==> src/rtl/adc_seq_pkg.sv <==
package adc_seq_pkg;
  localparam int ADDR_W = 3;
  localparam int DATA_W = 8;
  localparam int CH_W   = 3;

  localparam logic [ADDR_W-1:0] ADDR_CTRL = 3'd0;
  localparam logic [ADDR_W-1:0] ADDR_UP0  = 3'd1;
  localparam logic [ADDR_W-1:0] ADDR_LOW  = 3'd5;

  typedef struct packed {
    logic            flag;
    logic            en;
    logic            start;
    logic            mode;   // 1: continuous scan
    logic            cks;    // 1: fast conversion clock
    logic [CH_W-1:0] ch;
  } ctrl_t;
endpackage

==> src/rtl/adc_clk_div.sv <==
module adc_clk_div #(
  parameter int DIV_FAST = 12,
  parameter int DIV_SLOW = 24
) (
  input  logic clk_i,
  input  logic rst_ni,
  input  logic en_i,
  input  logic fast_i,
  input  logic load_i,
  output logic tick_o
);
  localparam int CNT_W = $clog2(DIV_SLOW + 1);

  logic [CNT_W-1:0] cnt_q, div_q;

  // >= keeps the counter bounded when a shorter divide is loaded
  assign tick_o = en_i && (cnt_q >= div_q - CNT_W'(1));

  always_ff @(posedge clk_i or negedge rst_ni) begin
    if (!rst_ni) begin
      cnt_q <= '0;
      div_q <= CNT_W'(DIV_SLOW);
    end else begin
      if (!en_i || tick_o) cnt_q <= '0;
      else                 cnt_q <= cnt_q + CNT_W'(1);
      if (load_i) div_q <= fast_i ? CNT_W'(DIV_FAST) : CNT_W'(DIV_SLOW);
    end
  end
endmodule

==> src/rtl/adc_seq_fsm.sv <==
module adc_seq_fsm import adc_seq_pkg::*; #(
  parameter int CONV_TICKS = 5
) (
  input  logic            clk_i,
  input  logic            rst_ni,
  input  logic            en_i,
  input  logic            start_i,
  input  logic            mode_i,
  input  logic [CH_W-1:0] ch_sel_i,
  input  logic            tick_i,
  output logic            conv_start_o,
  output logic [CH_W-1:0] chan_o,
  output logic            busy_o,
  output logic            complete_o,
  output logic            set_flag_o,
  output logic            clr_start_o
);
  localparam int PH_W  = $clog2(CONV_TICKS);
  localparam int IDX_W = CH_W - 1;
  localparam logic [PH_W-1:0] PH_LAST = PH_W'(CONV_TICKS - 1);

  logic            busy_q, strobe_q;
  logic [PH_W-1:0] phase_q;
  logic [CH_W-1:0] chan_q;
  logic            launch, relaunch, last_in_grp;

  assign launch      = tick_i && !busy_q && start_i && en_i;
  assign complete_o  = tick_i && busy_q && (phase_q == PH_LAST);
  assign relaunch    = complete_o && mode_i && start_i;
  assign last_in_grp = &chan_q[IDX_W-1:0];
  assign set_flag_o  = complete_o && (!mode_i || last_in_grp);
  assign clr_start_o = complete_o && !mode_i;

  assign conv_start_o = strobe_q;
  assign chan_o       = chan_q;
  assign busy_o       = busy_q;

  always_ff @(posedge clk_i or negedge rst_ni) begin
    if (!rst_ni) begin
      busy_q   <= 1'b0;
      strobe_q <= 1'b0;
      phase_q  <= '0;
      chan_q   <= '0;
    end else if (!en_i) begin
      busy_q   <= 1'b0;
      strobe_q <= 1'b0;
      phase_q  <= '0;
    end else begin
      strobe_q <= launch || relaunch;
      if (launch) begin
        busy_q  <= 1'b1;
        phase_q <= '0;
        chan_q  <= mode_i ? {ch_sel_i[CH_W-1], {IDX_W{1'b0}}} : ch_sel_i;
      end else if (complete_o) begin
        if (relaunch) begin
          phase_q <= '0;
          chan_q  <= {ch_sel_i[CH_W-1], chan_q[IDX_W-1:0] + IDX_W'(1)};
        end else begin
          busy_q <= 1'b0;
        end
      end else if (tick_i && busy_q) begin
        phase_q <= phase_q + PH_W'(1);
      end
    end
  end
endmodule

==> src/rtl/adc_regs.sv <==
module adc_regs import adc_seq_pkg::*; #(
  parameter int SMP_W   = 10,
  parameter int N_PAIRS = 4
) (
  input  logic              clk_i,
  input  logic              rst_ni,
  input  logic [ADDR_W-1:0] addr_i,
  input  logic              wr_i,
  input  logic              rd_i,
  input  logic [DATA_W-1:0] wdata_i,
  output logic [DATA_W-1:0] rdata_o,
  input  logic              set_flag_i,
  input  logic              clr_start_i,
  input  logic              store_i,
  input  logic [CH_W-1:0]   store_chan_i,
  input  logic [SMP_W-1:0]  store_data_i,
  output ctrl_t             ctrl_o
);
  localparam int LOW_W  = SMP_W - DATA_W;
  localparam int PAIR_W = $clog2(N_PAIRS);
  localparam logic [ADDR_W-1:0] UP_LAST = ADDR_UP0 + ADDR_W'(N_PAIRS - 1);

  ctrl_t                     ctrl_q, wr_c;
  logic                      arm_q, ctrl_wr, ctrl_rd;
  logic [DATA_W-1:0]         up_q [N_PAIRS];
  logic [LOW_W*N_PAIRS-1:0]  lo_q;
  logic [PAIR_W-1:0]         pidx;

  assign wr_c    = ctrl_t'(wdata_i);
  assign ctrl_wr = wr_i && (addr_i == ADDR_CTRL);
  assign ctrl_rd = rd_i && (addr_i == ADDR_CTRL);
  assign pidx    = store_chan_i[PAIR_W-1:0];
  assign ctrl_o  = ctrl_q;

  always_ff @(posedge clk_i or negedge rst_ni) begin
    if (!rst_ni) begin
      ctrl_q <= '0;
      arm_q  <= 1'b0;
    end else begin
      if (ctrl_wr) begin
        ctrl_q.en    <= wr_c.en;
        ctrl_q.start <= wr_c.start && wr_c.en;
        ctrl_q.mode  <= wr_c.mode;
        ctrl_q.cks   <= wr_c.cks;
        ctrl_q.ch    <= wr_c.ch;
      end
      if (clr_start_i) ctrl_q.start <= 1'b0;
      // hardware set wins; a set disarms the clear sequence
      if (set_flag_i) begin
        ctrl_q.flag <= 1'b1;
        arm_q       <= 1'b0;
      end else if (ctrl_wr && !wr_c.flag && arm_q) begin
        ctrl_q.flag <= 1'b0;
        arm_q       <= 1'b0;
      end else if (ctrl_rd && ctrl_q.flag) begin
        arm_q <= 1'b1;
      end
    end
  end

  always_ff @(posedge clk_i or negedge rst_ni) begin
    if (!rst_ni) begin
      for (int i = 0; i < N_PAIRS; i++) up_q[i] <= '0;
      lo_q <= '0;
    end else if (store_i) begin
      up_q[pidx] <= store_data_i[SMP_W-1 -: DATA_W];
      lo_q[int'(pidx)*LOW_W +: LOW_W] <= store_data_i[LOW_W-1:0];
    end
  end

  always_comb begin
    rdata_o = '0;
    if (addr_i == ADDR_CTRL)     rdata_o = ctrl_q;
    else if (addr_i == ADDR_LOW) rdata_o = DATA_W'(lo_q);
    else if (addr_i >= ADDR_UP0 && addr_i <= UP_LAST)
      rdata_o = up_q[PAIR_W'(addr_i - ADDR_UP0)];
  end
endmodule

==> src/rtl/adc_seq_ctrl.sv <==
module adc_seq_ctrl import adc_seq_pkg::*; #(
  parameter int DIV_FAST   = 12,
  parameter int DIV_SLOW   = 24,
  parameter int CONV_TICKS = 5,
  parameter int SMP_W      = 10
) (
  input  logic              clk_i,
  input  logic              rst_ni,
  input  logic [ADDR_W-1:0] bus_addr_i,
  input  logic              bus_wr_i,
  input  logic              bus_rd_i,
  input  logic [DATA_W-1:0] bus_wdata_i,
  output logic [DATA_W-1:0] bus_rdata_o,
  output logic              conv_start_o,
  output logic [CH_W-1:0]   conv_chan_o,
  input  logic [SMP_W-1:0]  sample_i
);
  localparam int N_PAIRS = 1 << (CH_W - 1);

  ctrl_t ctrl;
  logic  en_q, start_q, mode_q, flag_q;
  logic  tick, busy, complete, set_flag, clr_start;

  assign en_q    = ctrl.en;
  assign start_q = ctrl.start;
  assign mode_q  = ctrl.mode;
  assign flag_q  = ctrl.flag;

  adc_clk_div #(.DIV_FAST(DIV_FAST), .DIV_SLOW(DIV_SLOW)) u_div (
    .clk_i, .rst_ni,
    .en_i   (en_q),
    .fast_i (ctrl.cks),
    .load_i (!busy || complete),
    .tick_o (tick)
  );

  adc_seq_fsm #(.CONV_TICKS(CONV_TICKS)) u_seq (
    .clk_i, .rst_ni,
    .en_i         (en_q),
    .start_i      (start_q),
    .mode_i       (mode_q),
    .ch_sel_i     (ctrl.ch),
    .tick_i       (tick),
    .conv_start_o (conv_start_o),
    .chan_o       (conv_chan_o),
    .busy_o       (busy),
    .complete_o   (complete),
    .set_flag_o   (set_flag),
    .clr_start_o  (clr_start)
  );

  adc_regs #(.SMP_W(SMP_W), .N_PAIRS(N_PAIRS)) u_regs (
    .clk_i, .rst_ni,
    .addr_i       (bus_addr_i),
    .wr_i         (bus_wr_i),
    .rd_i         (bus_rd_i),
    .wdata_i      (bus_wdata_i),
    .rdata_o      (bus_rdata_o),
    .set_flag_i   (set_flag),
    .clr_start_i  (clr_start),
    .store_i      (complete),
    .store_chan_i (conv_chan_o),
    .store_data_i (sample_i),
    .ctrl_o       (ctrl)
  );
endmodule

==> config.mk <==
export PLATFORM = sky130hd
export DESIGN_NAME = adc_seq_ctrl
export DESIGN_NICKNAME = d
export VERILOG_FILES = /design/src/rtl/adc_seq_pkg.sv /design/src/rtl/adc_clk_div.sv /design/src/rtl/adc_seq_fsm.sv /design/src/rtl/adc_regs.sv /design/src/rtl/adc_seq_ctrl.sv
export SDC_FILE = /design/constraint.sdc
export NUM_CORES = 1
export LEC_CHECK = 0
export CORE_ASPECT_RATIO = 0.75
export CORE_UTILIZATION = 55
export CTS_CLUSTER_SIZE = 12
export DETAILED_ROUTE_END_ITERATION = 16
export DONT_BUFFER_PORTS = 1
export GPL_TIMING_DRIVEN = 1
export HOLD_SLACK_MARGIN = 0.12
export PLACE_DENSITY = 0.66
export RECOVER_POWER = 50
export SLEW_MARGIN = 20
export SYNTH_ARGS = -nofsm -noshare
export SYNTH_HDL_FRONTEND = slang
export SYNTH_HIERARCHICAL = 1
export SYNTH_SLANG_ARGS = --single-unit
==> constraint.sdc <==
create_clock -name clk_i -period 3 [get_ports clk_i]
set_clock_uncertainty 0.15 [all_clocks]
set_input_delay 0.15 -clock clk_i [delete_from_list [all_inputs] [get_ports clk_i]]
set_output_delay 0.15 -clock clk_i [all_outputs]
set_load 0.005 [all_outputs]
* After elaboration in Yosys (flattened, before gate mapping)
Cells that the tools add are included.
Widths: inputs -> output; s select.
** Cells by class
- $add $sub $neg :: 6
- Magnitude comparators :: 6
- Equal/unequal tests :: 6
- Shift operators :: 2
- Muxes and demuxes :: 33
- Bitwise gates (word level) :: 2
- Reduce and logical (&&, ||, !) cells :: 36
** Operator list (number)
- $mux 8 :: 6
- $neg 3->33 :: 1
- $shift 2x33->8 const A :: 1
- $shiftx 2x33->8 :: 1
- $bwmux 32 :: 1
- $mux 3 :: 8
- $logic_and 1x1->1 :: 18
- $bmux 8 s2 :: 1
- $demux 8 s2 :: 1
- $mux 1 :: 11
- $mux 5 :: 2
- $bwmux 8 :: 1
- $ne 4x4->1 const B :: 2
- $reduce_bool 2->1 :: 4
- $eq 3x3->1 const B :: 2
- $ge 3x3->1 const B :: 2
- $mux 6 :: 1
- $ne 3x3->1 const B :: 2
- $not 2->3 :: 2
- $reduce_and 2->1 :: 3
- $add 5x1->5 const B :: 1
- $ge 5x5->1 :: 1
- $sub 5x1->5 const B :: 1
- $logic_not 1->1 :: 4
- 11 further kinds :: 14
** Storage, ports and cells
- Register bits after elaboration :: 67
- Bits of input ports :: 25
- Output and inout bits :: 12
- Word-level logic and storage cells :: 109

* Longest topological paths before layout
- Depth in word-level cells :: 11
- Depth in mapped cells :: 11
- Mapped depth without buffers :: 10

* Cells and area by module
Netlist, hierarchy kept.
** By module, submodules not included
- adc_regs :: instances 1, cells each 176, area each 2351.0 um^2, seq. area each 1226.2 um^2
- adc_seq_fsm :: instances 1, cells each 45, area each 476.7 um^2, seq. area each 200.2 um^2
- adc_clk_div :: instances 1, cells each 35, area each 367.9 um^2, seq. area each 176.4 um^2
- adc_seq_ctrl :: instances 1, cells each 1, area each 6.3 um^2, seq. area each 0.0 um^2

* Worst setup path before layout
Ideal clock, no wire load.
- Path type :: reg-to-reg
- Start point :: reg u_div.div_q[4]
- End point :: reg u_regs/up_q[17] (netlist bit)
- Setup time :: 0.125 ns
- Data arrival time :: 2.247 ns
- Required time :: 2.725 ns
- Setup slack :: 0.479 ns
- Stages on the path, launching flop included :: 11
- Path buffers :: 1
- Period minus slack after synthesis :: 2.521 ns
- Path through :: dfstp_2 inv_1 ha_1 nand3_1 nor2_1 o21a_1 nand4_4 inv_2 nand2_1 buf_2 mux2_2
** On the way
- Cells in the longest elaborated chain, start to end :: 5
** Ends and longest elaborated chain
- start, declared :: RTL line adc_clk_div.sv:14 : logic [CNT_W-1:0] cnt_q, div_q;
- start signal, assigned :: RTL line adc_clk_div.sv:22 : div_q <= CNT_W'(DIV_SLOW);
- start signal, assigned :: RTL line adc_clk_div.sv:26 : if (load_i) div_q <= fast_i ? CNT_W'(DIV_FAST) : CNT_W'(DIV_SLOW);
- $sub 5x1->5 :: RTL line adc_clk_div.sv:17 : assign tick_o = en_i && (cnt_q >= div_q - CNT_W'(1));
- $ge 5x5->1 :: RTL line adc_clk_div.sv:17
- $logic_and 1x1->1 :: RTL line adc_clk_div.sv:17
- via tick :: RTL line adc_seq_ctrl.sv:22 : logic tick, busy, complete, set_flag, clr_start;
- $logic_and 1x1->1 (2 in a row) :: RTL line adc_seq_fsm.sv:28 : assign complete_o = tick_i && busy_q && (phase_q == PH_LAST);
- via complete :: RTL line adc_seq_ctrl.sv:22
- end signal, assigned by index :: RTL line adc_regs.sv:66 : up_q[pidx] <= store_data_i[SMP_W-1 -: DATA_W];
- end, declared :: RTL line adc_regs.sv:25 : logic [DATA_W-1:0] up_q [N_PAIRS];
The timed path passes the listed nets, and every way through them passes these cells.
A chain may end at the register's enable or synchronous reset.

* Final worst setup path
- Start point :: reg u_div.div_q[4]
- End point :: reg u_regs.arm_q
** On the way
- Cells in the longest elaborated chain, start to end :: 7
- Elaborated cells on any way between the ends :: 8
- Classes of those cells :: 1 x add/sub; 1 x order compare; 1 x mux; 5 x reduce/logical
** Ends and longest elaborated chain
- $sub 5x1->5 (*) :: RTL line adc_clk_div.sv:17
- $ge 5x5->1 (*) :: RTL line adc_clk_div.sv:17
- $logic_and 1x1->1 (*) :: RTL line adc_clk_div.sv:17
- via tick :: RTL line adc_seq_ctrl.sv:22
- $logic_and 1x1->1 (*) (2 in a row) :: RTL line adc_seq_fsm.sv:28
- via complete :: RTL line adc_seq_ctrl.sv:22
- $logic_and 1x1->1 (*) :: RTL line adc_seq_fsm.sv:31 : assign set_flag_o = complete_o && (!mode_i || last_in_grp);
- via set_flag :: RTL line adc_seq_ctrl.sv:22
- $reduce_bool 3->1 (no line) / $mux 1 (equally long branches)
- end signal, assigned :: RTL line adc_regs.sv:38 : arm_q <= 1'b0;
- end signal, assigned :: RTL line adc_regs.sv:51 : arm_q <= 1'b0;
- end signal, assigned :: RTL line adc_regs.sv:54 : arm_q <= 1'b0;
- end, declared :: RTL line adc_regs.sv:24 : logic arm_q, ctrl_wr, ctrl_rd;
Mark *: on every way through the listed nets, which the timed path passes. The rest lies on a longest branch.

==> summary.txt <==
Share of cells above drive strength 1: 25.58%
Post-Place Setup Slack: 0.2132 ns
Vert. Die Dim: 68.08 um
Reg power frac: 48.3%
Pwr per Cell Area: 537.6 nW/um^2
Crit path required time: 3.12 ns
Synthesized-area fraction occupied by adder cells: 5.471%
Seq cells post-synth: 64
Sequential area share after synthesis: 50.06%
Vias in the first global route: 2,248
Clk sinks: 64
Crit Path Max Fanout: 7
PortBufs: 0
Area Overhead vs Synth: 19.03%
DR pass1 iterations: 4
GRT Resource Usage Total: 24.94%
Critical path class: reg2reg
Post-synth EDFFs: 0
Largest net degree at the start of global routing: 65
Area leader, netlist: dfrtp_1
Cell Int Power: 1.555 mW
Clk_lat worst skew: 0.33 ns
Setup violators final: 0
Top post-synthesis cells by area: dfrtp_1, mux2_2, mux4_2
Yosys Warn Count: 6
Arrival time at the worst endpoint: 2.87 ns
Initial Util: 58.56%
Initial antenna violation count: 0
WL/cell: 18.14 um
Worst-Margin Slew: 1.547 ns
Cts bufs inserted: 9
Syn nets: 296
Rel. slew slack: -3.151%
Critical Path Start Type: register
Highest clock rate: 363.2 MHz
Residual DRC: 0
Static Leak: 1.722 nW
RePlAce Congestion: 0.7784
Combinational power share: 12.6%
Total grt overflow: 0
Post-synthesis xor/xnor area fraction: 1.094%
Die area: 6134 sq um
Non-filler cells, final: 376
Switching power: 494.1 uW
Hold Path Class: reg2reg
Fraction of synthesized area in multiplexers: 20.13%
RSZ-0062 raised after global routing: false
Global-route wire length before repair: 11.29 mm
Maximum VDD drop: 0.4534 mV
# IOs: 37
Clk root buf: clkbuf_8
Initial DRC Count: 100
Core ar.: 5468 sq um
CP endpoint kind: register
Max-Cap Viols: 1
Period utilization: 91.79%
Syn Area/Cell: 12.46 sq um
Pins Over Slew Limit: 65
Hold Slack: 0.3319 ns
Final net count: 335
Status: finished with violations
Die width: 90.10 um
Largest family of logic cells by synthesized area: multiplexers
Clk slew on worst S/H paths: 0.07 ns
Switching part of the total power: 24.11%
Failing checks: max-capacitance violations, max-slew violations
Cell Area, Synth: 3202 sq um
Antenna-violating nets left: 0
Postcts setup bufs: 0
Async SR Flop Fraction: 100.0%
Drt total wl: 6.822 mm
Clock Power Share: 39.1%
CTS Buffer Depth: 2
Post-synthesis compound-gate area fraction: 9.301%
Final hold violation count: 0
Cells after synthesis: 257
Share of the synthesized area in the top cell type: 49.24%
Placed cells: 328
Simple-gate portion of the synthesized area: 10.47%
Synth Flop Type: dfrtp_1
# diodes: 0
CTS tree: built
H-tree depth: 3
Row count: 23
Setup TNS: 0 ns
Worst setup margin: 0.2464 ns
Crit path time final: 2.754 ns
DP HPWL: 4.371 mm
Vias per cell: 5.745
DR vias: 2,160
Library cells used by synthesis: 48
-- registers in the layout, summed over array words and instances (netlist names) --
| signal | cells |
|---|---|
| u_seq/conv_start_o | 1 |
| u_regs/lo_q | 8 |
| u_seq/busy_o | 1 |
| u_regs/arm_q | 1 |
| u_div/div_q | 2 |
| u_seq/phase_q | 3 |
| u_div/cnt_q | 5 |
| u_seq/chan_o | 3 |
| u_regs/up_q | 32 |
| u_regs/ctrl_o | 8 |
-- critical path, cell delays in order (launching register included) --
cell and delay, ns:
dfstp_2 0.52, inv_1 0.05, ha_1 0.32, a21oi_2 0.17, nand2_2 0.11, o21a_2 0.27
nand4_4 0.14, inv_2 0.11, o21a_1 0.14, a21oi_1 0.13, dlygate4sd3_1 0.57
-- stage by stage --
step                      cell area (sq um)  total power, mW  utilization, %
final                                  3811            2.049           69.70
after global routing                   3811            2.146           69.70
after CTS                              3834            2.071           70.11
after detailed placement               3282            1.186           60.02
after global placement                 3282            1.182           60.02
after floorplan                        3202            1.139               -
-- cell families after synthesis --
family | Yosys count
DFF | 64
xor gates and xnor gates | 4
AOI/OAI and AO/OA | 44
adders and majority gates | 14
muxes | 49
and+or+nand+nor | 55
buffers and inverters | 27
-- path summary, 6_finish.rpt --
kind / to / slack [ns] / startpoint / cells past startpoint
worst max-delay path: u_regs/arm_q / 0.25 / u_div/div_q[4] / 10
worst min-delay path: u_regs/lo_q[5] / 0.33 / u_regs/lo_q[5] / 2
worst max register to register: u_regs/arm_q / 0.25 / u_div/div_q[4] / 10
worst min register to register: u_regs/lo_q[5] / 0.33 / u_regs/lo_q[5] / 2
max in group asynchronous: u_regs/up_q[29] / 1.19 / rst_ni / 2
min in group asynchronous: u_div/div_q[2] / 0.60 / rst_ni / 2
-- placed cells by master (no fill, tap or decap), types with 2 or more instances in the layout --
cell           synthesis  final
dfrtp_1               63     63
o41ai_1                4      4
mux4_2                 8      8
xnor2_1                2      2
buf_4                  1      2
clkbuf_1               0      4
nand3b_1               2      2
nor3_1                 2      2
a21oi_1                7      7
mux2_2                39     39
bufinv_16              0      2
nor4_1                 4      4
clkbuf_8               0     10
nand2_2                2      3
a22oi_1                8      8
ha_1                  14     14
o21ai_0               12     12
inv_1                 19     19
dlygate4sd3_1          0     31
nor2_1                 2      2
a22o_1                 3      3
nand3_1                5      5
xor2_1                 2      2
nor3b_1                3      3
nand2_1               23     22
nand4_1                2      2
-- per-layer routing --
layer / part of all wire, % / vias up / wire length (um) / global-route usage (%)
met1: 49 / 1072 / 3330 / 34.62
met3: 6.2 / 8 / 425 / 8.333
met4: 1.1 / 0 / 76 / 7.258
met2: 44 / 60 / 2990 / 37.79
li1: - / 1020 / - / -
met5: 0 / - / 0 / 0
-- cells in the mapped netlist (3+ instances only) --
cell type,n
nor3b_1,3
dfrtp_1,63
nor4_1,4
nand3_1,5
buf_2,4
a22o_1,3
mux4_2,8
o21ai_0,12
inv_1,19
mux2_2,39
nand2_1,23
ha_1,14
a21oi_1,7
o41ai_1,4
a22oi_1,8
-- repair_timing --
item | CTS | global route
endpoints found under the setup margin | 0 | 2
gates resized for setup | 0 | 2
hold buffers | 32 | 0
hold endpoints to repair | 113 | 0
-- final cells by class --
cell class              instances  area (sq um)
fillers                       429          1657
multi-input cells             166          1491
inverters                      20         75.07
well taps                      75         93.84
clock buffers                  13         148.9
clock inverters                 3         65.06
flip-flops and latches         64          1603
repair buffers                 35         334.1
-- power by group through the flow --
stage	logic (mW)	clock network (mW)	registers, mW
after floorplan	0.157	0	0.982
after global placement	0.179	0	1.00
after detailed placement	0.182	0	1.00
after CTS	0.259	0.824	0.988
after global routing	0.289	0.857	1.00
final	0.258	0.801	0.990
Note: power is estimated with default switching activity, not from simulation.
